<file path="src/rtl/spk_pkg.sv">
package spk_pkg;

  typedef enum logic [1:0] {
    FLD_FLOOR,
    FLD_ALLOC,
    FLD_LEVEL,
    FLD_PAD
  } fieldKind_e;

  // strobes from control to datapath
  typedef struct packed {
    logic       load;
    logic       push;
    fieldKind_e kind;
  } pkCtrl_t;

endpackage

</file>
<file path="src/rtl/spk_pack_ctrl.sv">
module spk_pack_ctrl
  import spk_pkg::*;
#(
  parameter int NBANDS  = 8,
  parameter int NBLOCKS = 14,
  localparam int BAND_IW = (NBANDS  > 1) ? $clog2(NBANDS)  : 1,
  localparam int BLK_IW  = (NBLOCKS > 1) ? $clog2(NBLOCKS) : 1
) (
  input  logic              clk,
  input  logic              rstN,
  input  logic              startIn,
  input  logic              pushOk,
  input  logic              accPartial,
  input  logic              accEmpty,
  output pkCtrl_t           ctl,
  output logic [BAND_IW-1:0] bandIdx,
  output logic [BLK_IW-1:0]  blkIdx,
  output logic              lvlRd,
  output logic              doneOut
);

  localparam logic [BAND_IW-1:0] LAST_BAND = BAND_IW'(NBANDS - 1);
  localparam logic [BLK_IW-1:0]  LAST_BLK  = BLK_IW'(NBLOCKS - 1);

  typedef enum logic [2:0] {S_IDLE, S_FLOOR, S_ALLOC, S_LEVEL, S_FLUSH, S_DONE} state_e;

  state_e state, nState;
  logic [BAND_IW-1:0] bandN;
  logic [BLK_IW-1:0]  blkN;

  always_comb begin
    ctl    = '0;
    nState = state;
    bandN  = bandIdx;
    blkN   = blkIdx;
    unique case (state)
      S_IDLE: if (startIn) begin
        ctl.load = 1'b1;
        nState   = S_FLOOR;
      end
      S_FLOOR: begin
        ctl.push = 1'b1;
        ctl.kind = FLD_FLOOR;
        if (pushOk) begin
          nState = S_ALLOC;
          bandN  = '0;
        end
      end
      S_ALLOC: begin
        ctl.push = 1'b1;
        ctl.kind = FLD_ALLOC;
        if (pushOk) begin
          if (bandIdx == LAST_BAND) begin
            bandN  = '0;
            blkN   = '0;
            nState = S_LEVEL;
          end else begin
            bandN = bandIdx + 1'b1;
          end
        end
      end
      S_LEVEL: begin
        ctl.push = 1'b1;
        ctl.kind = FLD_LEVEL;
        if (pushOk) begin
          if (bandIdx == LAST_BAND) begin
            bandN = '0;
            if (blkIdx == LAST_BLK) nState = S_FLUSH;
            else                    blkN   = blkIdx + 1'b1;
          end else begin
            bandN = bandIdx + 1'b1;
          end
        end
      end
      S_FLUSH: begin
        if (accPartial) begin
          ctl.push = 1'b1;
          ctl.kind = FLD_PAD;
        end else if (accEmpty) begin
          nState = S_DONE;
        end
      end
      S_DONE:  nState = S_IDLE;
      default: nState = S_IDLE;
    endcase
  end

  always_ff @(posedge clk) begin
    if (!rstN) begin
      state   <= S_IDLE;
      bandIdx <= '0;
      blkIdx  <= '0;
    end else begin
      state   <= nState;
      bandIdx <= bandN;
      blkIdx  <= blkN;
    end
  end

  assign lvlRd   = (state == S_LEVEL);
  assign doneOut = (state == S_DONE);

endmodule

</file>
<file path="src/rtl/spk_pack_dp.sv">
module spk_pack_dp
  import spk_pkg::*;
#(
  parameter int FLOOR_W = 16,
  parameter int NBANDS  = 8,
  parameter int ALLOC_W = 4,
  localparam int LVL_W   = (1 << ALLOC_W) - 1,
  localparam int BAND_IW = (NBANDS > 1) ? $clog2(NBANDS) : 1
) (
  input  logic                      clk,
  input  logic                      rstN,
  input  pkCtrl_t                   ctl,
  input  logic [BAND_IW-1:0]        bandIdx,
  input  logic [FLOOR_W-1:0]        floorIn,
  input  logic [NBANDS*ALLOC_W-1:0] allocIn,
  input  logic [LVL_W-1:0]          lvlData,
  input  logic                      outReady,
  output logic [7:0]                outData,
  output logic                      outValid,
  output logic                      pushOk,
  output logic                      accPartial,
  output logic                      accEmpty
);

  localparam int MAXF  = (LVL_W > 8) ? LVL_W : 8;
  localparam int ACC_W = 8 + MAXF;
  localparam int CNT_W = $clog2(ACC_W + 1);
  localparam logic [CNT_W-1:0] EIGHT   = CNT_W'(8);
  localparam logic [CNT_W-1:0] SIXTEEN = CNT_W'(16);

  logic [7:0]                            codeReg;
  logic [NBANDS-1:0][ALLOC_W-1:0]        allocReg;
  logic [ACC_W-1:0]                      acc;
  logic [CNT_W-1:0]                      cnt;
  logic [CNT_W-1:0]                      fieldW;
  logic [ACC_W-1:0]                      fieldV, fieldMask;
  logic                                  pop, doPush;

  // exponent = top set bit, mantissa = next four bits, truncated
  function automatic logic [7:0] floorCode(input logic [FLOOR_W-1:0] f);
    int e;
    logic [FLOOR_W-1:0] norm;
    e = -1;
    for (int i = 0; i < FLOOR_W; i++) if (f[i]) e = i;
    if (e < 0) return 8'h00;
    norm = f << (FLOOR_W - 1 - e);
    return {4'(e), norm[FLOOR_W-2 -: 4]};
  endfunction

  always_comb begin
    unique case (ctl.kind)
      FLD_FLOOR: begin fieldW = EIGHT;                    fieldV = ACC_W'(codeReg);            end
      FLD_ALLOC: begin fieldW = CNT_W'(ALLOC_W);          fieldV = ACC_W'(allocReg[bandIdx]);  end
      FLD_LEVEL: begin fieldW = CNT_W'(allocReg[bandIdx]); fieldV = ACC_W'(lvlData);            end
      default:   begin fieldW = EIGHT - cnt;              fieldV = '0;                         end
    endcase
  end

  assign fieldMask  = (ACC_W'(1) << fieldW) - ACC_W'(1);
  assign outValid   = (cnt >= EIGHT);
  assign outData    = 8'(acc >> (cnt - EIGHT));
  assign pop        = outValid && outReady;
  assign pushOk     = (cnt < EIGHT) || (pop && (cnt < SIXTEEN));
  assign doPush     = ctl.push && pushOk;
  assign accEmpty   = (cnt == '0);
  assign accPartial = (cnt != '0) && (cnt < EIGHT);

  always_ff @(posedge clk) begin
    if (!rstN) begin
      codeReg  <= '0;
      allocReg <= '0;
      acc      <= '0;
      cnt      <= '0;
    end else begin
      if (ctl.load) begin
        codeReg  <= floorCode(floorIn);
        allocReg <= allocIn;
      end
      if (doPush) acc <= (acc << fieldW) | (fieldV & fieldMask);
      cnt <= cnt - (pop ? EIGHT : '0) + (doPush ? fieldW : '0);
    end
  end

endmodule

</file>
<file path="src/rtl/spk_frame_packer.sv">
module spk_frame_packer
  import spk_pkg::*;
#(
  parameter int FLOOR_W = 16,
  parameter int NBANDS  = 8,
  parameter int NBLOCKS = 14,
  parameter int ALLOC_W = 4,
  localparam int LVL_W   = (1 << ALLOC_W) - 1,
  localparam int BAND_IW = (NBANDS  > 1) ? $clog2(NBANDS)  : 1,
  localparam int BLK_IW  = (NBLOCKS > 1) ? $clog2(NBLOCKS) : 1
) (
  input  logic                      clk,
  input  logic                      rstN,
  input  logic                      frameStart,
  input  logic [FLOOR_W-1:0]        floorIn,
  input  logic [NBANDS*ALLOC_W-1:0] allocIn,
  output logic                      lvlRd,
  output logic [BLK_IW-1:0]         lvlBlk,
  output logic [BAND_IW-1:0]        lvlBand,
  input  logic [LVL_W-1:0]          lvlData,
  output logic [7:0]                byteData,
  output logic                      byteValid,
  input  logic                      byteReady,
  output logic                      frameDone
);

  pkCtrl_t ctl;
  logic    pushOk, accPartial, accEmpty;

  spk_pack_ctrl #(.NBANDS(NBANDS), .NBLOCKS(NBLOCKS)) u_ctrl (
    .clk(clk), .rstN(rstN), .startIn(frameStart),
    .pushOk(pushOk), .accPartial(accPartial), .accEmpty(accEmpty),
    .ctl(ctl), .bandIdx(lvlBand), .blkIdx(lvlBlk),
    .lvlRd(lvlRd), .doneOut(frameDone)
  );

  spk_pack_dp #(.FLOOR_W(FLOOR_W), .NBANDS(NBANDS), .ALLOC_W(ALLOC_W)) u_dp (
    .clk(clk), .rstN(rstN), .ctl(ctl), .bandIdx(lvlBand),
    .floorIn(floorIn), .allocIn(allocIn), .lvlData(lvlData),
    .outReady(byteReady), .outData(byteData), .outValid(byteValid),
    .pushOk(pushOk), .accPartial(accPartial), .accEmpty(accEmpty)
  );

endmodule

</file>
<file path="config.mk">
export PLATFORM = sky130hd
export DESIGN_NAME = spk_frame_packer
export DESIGN_NICKNAME = d
export VERILOG_FILES = /design/src/rtl/spk_pkg.sv /design/src/rtl/spk_pack_ctrl.sv /design/src/rtl/spk_pack_dp.sv /design/src/rtl/spk_frame_packer.sv
export SDC_FILE = /design/constraint.sdc
export NUM_CORES = 1
export LEC_CHECK = 0
export ABC_CLOCK_PERIOD_IN_PS = 9300
export CAP_MARGIN = 20
export CORE_ASPECT_RATIO = 0.5
export CORE_UTILIZATION = 50
export DETAILED_ROUTE_END_ITERATION = 6
export PLACE_DENSITY_LB_ADDON = 0.15
export SYNTH_ARGS = -nofsm -noshare
export SYNTH_HDL_FRONTEND = slang
export SYNTH_SLANG_ARGS = --single-unit
</file>
<file path="constraint.sdc">
create_clock -name clk -period 9.3 [get_ports clk]
set_clock_uncertainty 0.1 [all_clocks]
set_input_delay 1.86 -clock clk [delete_from_list [all_inputs] [get_ports clk]]
set_output_delay 1.86 -clock clk [all_outputs]
set_load 0.005 [all_outputs]
</file>
==> flow_summary.ini <==
[clock_tree]
cts_made_buffers = 9
cts_sinks = 78
cts_tree = done
cts_hold_buffers = 0
h-tree-depth = 3
cts.path.max_buffers = 2
cts_resized = 0
post-cts-setup-buffers = 0
clkTransAtPathRegs_ns = 0.07
clk_latency_ns = 0.34
cts-root-buf = clkbuf_16

[setup_path]
cp-end-kind = output pin
r2r-start = u_dp.cnt[0]$_SDFF_PN0_
cp-endpoint = byteData[5]
critPathArrivalTime_ns = 3.29
path_class = reg2out
r2r-end = u_dp.cnt[4]$_SDFF_PN0_
worstSetupStartpointType = flop
crit_fanout = 23
r2r_cells = 13
rrSetupSlack_ns = 4.16
required_ns = 7.34
startpoint = u_dp.cnt[3]$_SDFF_PN0_

[sta]
fin_crit_ns = 5.25
final_max_slew_viol_count = 0
setup_viol = 0
final_min_period_over_clock_period_pct = 56.4
rsz0062_at_grt = no
slew-limit-headroom_pct = 27.3
report.final.hold_viol_count = 0
tightest_slew_ns = 1.09
fin_tns_setup_ns = 0
fmax_mhz = 191

[logic_synthesis]
synth_nets = 913
ys_ff_latch = 78
postSynthAreaPerCell_um2 = 7.64
synth_area_mm2 = 0.00635
ys_top_cells_by_area = dfxtp_1 25%, nand2_1 8.1%, mux2i_1 7.7%
synth.most_common_cell = nand2_1
synth_edf_count = 0
synth_top_family_by_area = compound AO/OA/AOI/OAI gates
synth-simple-area-share_pct = 21.4
synth_commonest_cells = 137 x nand2_1, 93 x a21oi_1, 78 x dfxtp_1, 78 x nor2_1, 49 x mux2i_1
synthMuxAreaShare_pct = 16.2
synth_compound_area_share_pct = 27.8
synth_xor_area_share_pct = 0.827
ys_types = 81
seq_area_frac_synth_pct = 24.6
synth_top_flop_cell = dfxtp_1
ys_async_sr_fraction_pct = 0
yosys.area.top_type_share_pct = 24.6
synthAdderAreaFrac_pct = 3.07
syn_inst = 831
yosysWarningCount = 0
yosysTopAreaCell = dfxtp_1

[detailed_routing]
vias = 6600
detail-route-antenna-nets = 0
drc = 0
post_drt_wl_per_cell_um = 18.4
drt-initial-drc-count = 639
dr.pass1.iters = 7
viasPerCell = 6.32
drt-total-wl_um = 19200

[global_route]
grt_pass1_wl_um = 30600
grt_pass1_vias = 5698
grt_max_degree = 57
grt-ovfl-total = 0
antenna_found_initial = 0
track_usage_pct = 29.7

[cells_and_area]
drive_above_1_share_pct = 9.67
syn_to_final_growth_pct = 18.3
final_cell_area_mm2 = 0.00751
nFillCells = 1136
layout.nets = 956
antennaDiodeCount = 0

[placed_design]
port_buffers = 84
gp_congestion = 0.960
place_area_mm2 = 0.00715
dp_hpwl_um = 13800

[die]
rows = 28
core_mm2 = 0.0121
num_io_pins = 85
start_util_pct = 52.6
fp.dieW_um = 161
fp.dieArea_mm2 = 0.0132
die_h_um = 81.7

[power_and_ir_drop]
p_total_mw = 2.14
irDropWorstVdd_mv = 0.132
p_leak_nw = 2.65
powerDensity_mw_per_mm2 = 285

[flow_run]
cap_viol_max_count = 0

[min_path]
hp-class = reg2reg

[run_status]
status = complete, no violations
through the flow:
stage	hold WS, ns	util (%)	std cells	worst slack, ns
after detailed placement	0.345	59.2	1025	3.80
after global placement	0.340	59.2	1025	3.88
final	0.354	62.2	1044	4.05
after CTS	0.355	61.7	1041	3.98
after global routing	0.376	62.2	1044	3.76
after floorplan	0.332	-	831	4.75
final cells by class:
type                            instances  area, µm²  share of cell area (%)
Clock buffer                            9        225                    3.00
Clock inverter                          7       86.3                    1.15
Tap cell                              165        206                    2.75
Multi-Input combinational cell        667       4400                    58.6
Sequential cell                        78       1560                    20.8
Inverter                               25       93.8                    1.25
Timing Repair Buffer                   93        938                    12.5
worst max-delay path, cell delays in order, from the launching register on:
cell and delay [ns]:
dfxtp_1 0.87, inv_2 0.27, ha_1 0.53, inv_1 0.20, nand2_1 0.14, o32ai_1 0.29, a21o_1 0.16, clkdlybuf4s50_1 0.49
worst min-delay path by stage:
stage / from / cells past startpoint / end / slack (ns)
3_3_place_gp: u_dp.allocReg[18]$_SDFFE_PN0P_ / 2 / u_dp.allocReg[18]$_SDFFE_PN0P_ / 0.34
5_1_grt: u_dp.allocReg[5]$_SDFFE_PN0P_ / 2 / u_dp.allocReg[5]$_SDFFE_PN0P_ / 0.38
2_1_floorplan: u_dp.allocReg[22]$_SDFFE_PN0P_ / 2 / u_dp.allocReg[22]$_SDFFE_PN0P_ / 0.33
3_5_place_dp: u_dp.allocReg[18]$_SDFFE_PN0P_ / 2 / u_dp.allocReg[18]$_SDFFE_PN0P_ / 0.35
4_1_cts: u_dp.allocReg[18]$_SDFFE_PN0P_ / 2 / u_dp.allocReg[18]$_SDFFE_PN0P_ / 0.35
6_report: u_dp.allocReg[22]$_SDFFE_PN0P_ / 2 / u_dp.allocReg[22]$_SDFFE_PN0P_ / 0.35
state kept, by name, summed over array words and instances (netlist names):
name            flops
u_ctrl.bandIdx      3
u_ctrl.blkIdx       4
u_ctrl.state        3
u_dp.acc           23
u_dp.allocReg      32
u_dp.cnt            5
u_dp.codeReg        8
per-layer routing:
metal	vias up	track usage (%)	wire length [µm]
met4	0	6.13	251
met2	289	47.7	8390
met5	-	0	0
li1	3141	-	-
met1	3140	41.3	9060
met3	30	6.26	1540
cell usage in the layout, fill, tap and decap left out, types with 6 or more instances in the layout:
master	instances
mux4_2	11
a31oi_1	12
nand2_1	137
a22oi_1	13
nor4_1	7
inv_1	21
clkdlybuf4s50_1	84
dfxtp_1	78
nor3_1	21
a221oi_1	11
nand4_1	6
nor2_1	78
mux2_2	14
nor2b_1	6
and2_1	6
o21ai_0	42
mux2i_1	49
buf_4	6
ha_1	14
a21oi_1	93
a211oi_1	11
clkbuf_16	9
nand3_1	14
a22o_1	7
report_power, final:
part | leakage (nW) | switching [mW] | total, mW | internal, mW
sequential | 0.639 | 0.132 | 0.550 | 0.417
clock | 0.151 | 0.161 | 0.375 | 0.215
combinational | 1.86 | 0.735 | 1.22 | 0.483
total | 2.65 | 1.03 | 2.14 | 1.12
cell families after synthesis:
group / Yosys count
buf+inv: 86
flops: 78
simple gates: 302
compound gates: 262
mux: 82
xor+xnor: 6
fa+ha+maj: 15
(Power assumes the default switching activity.)
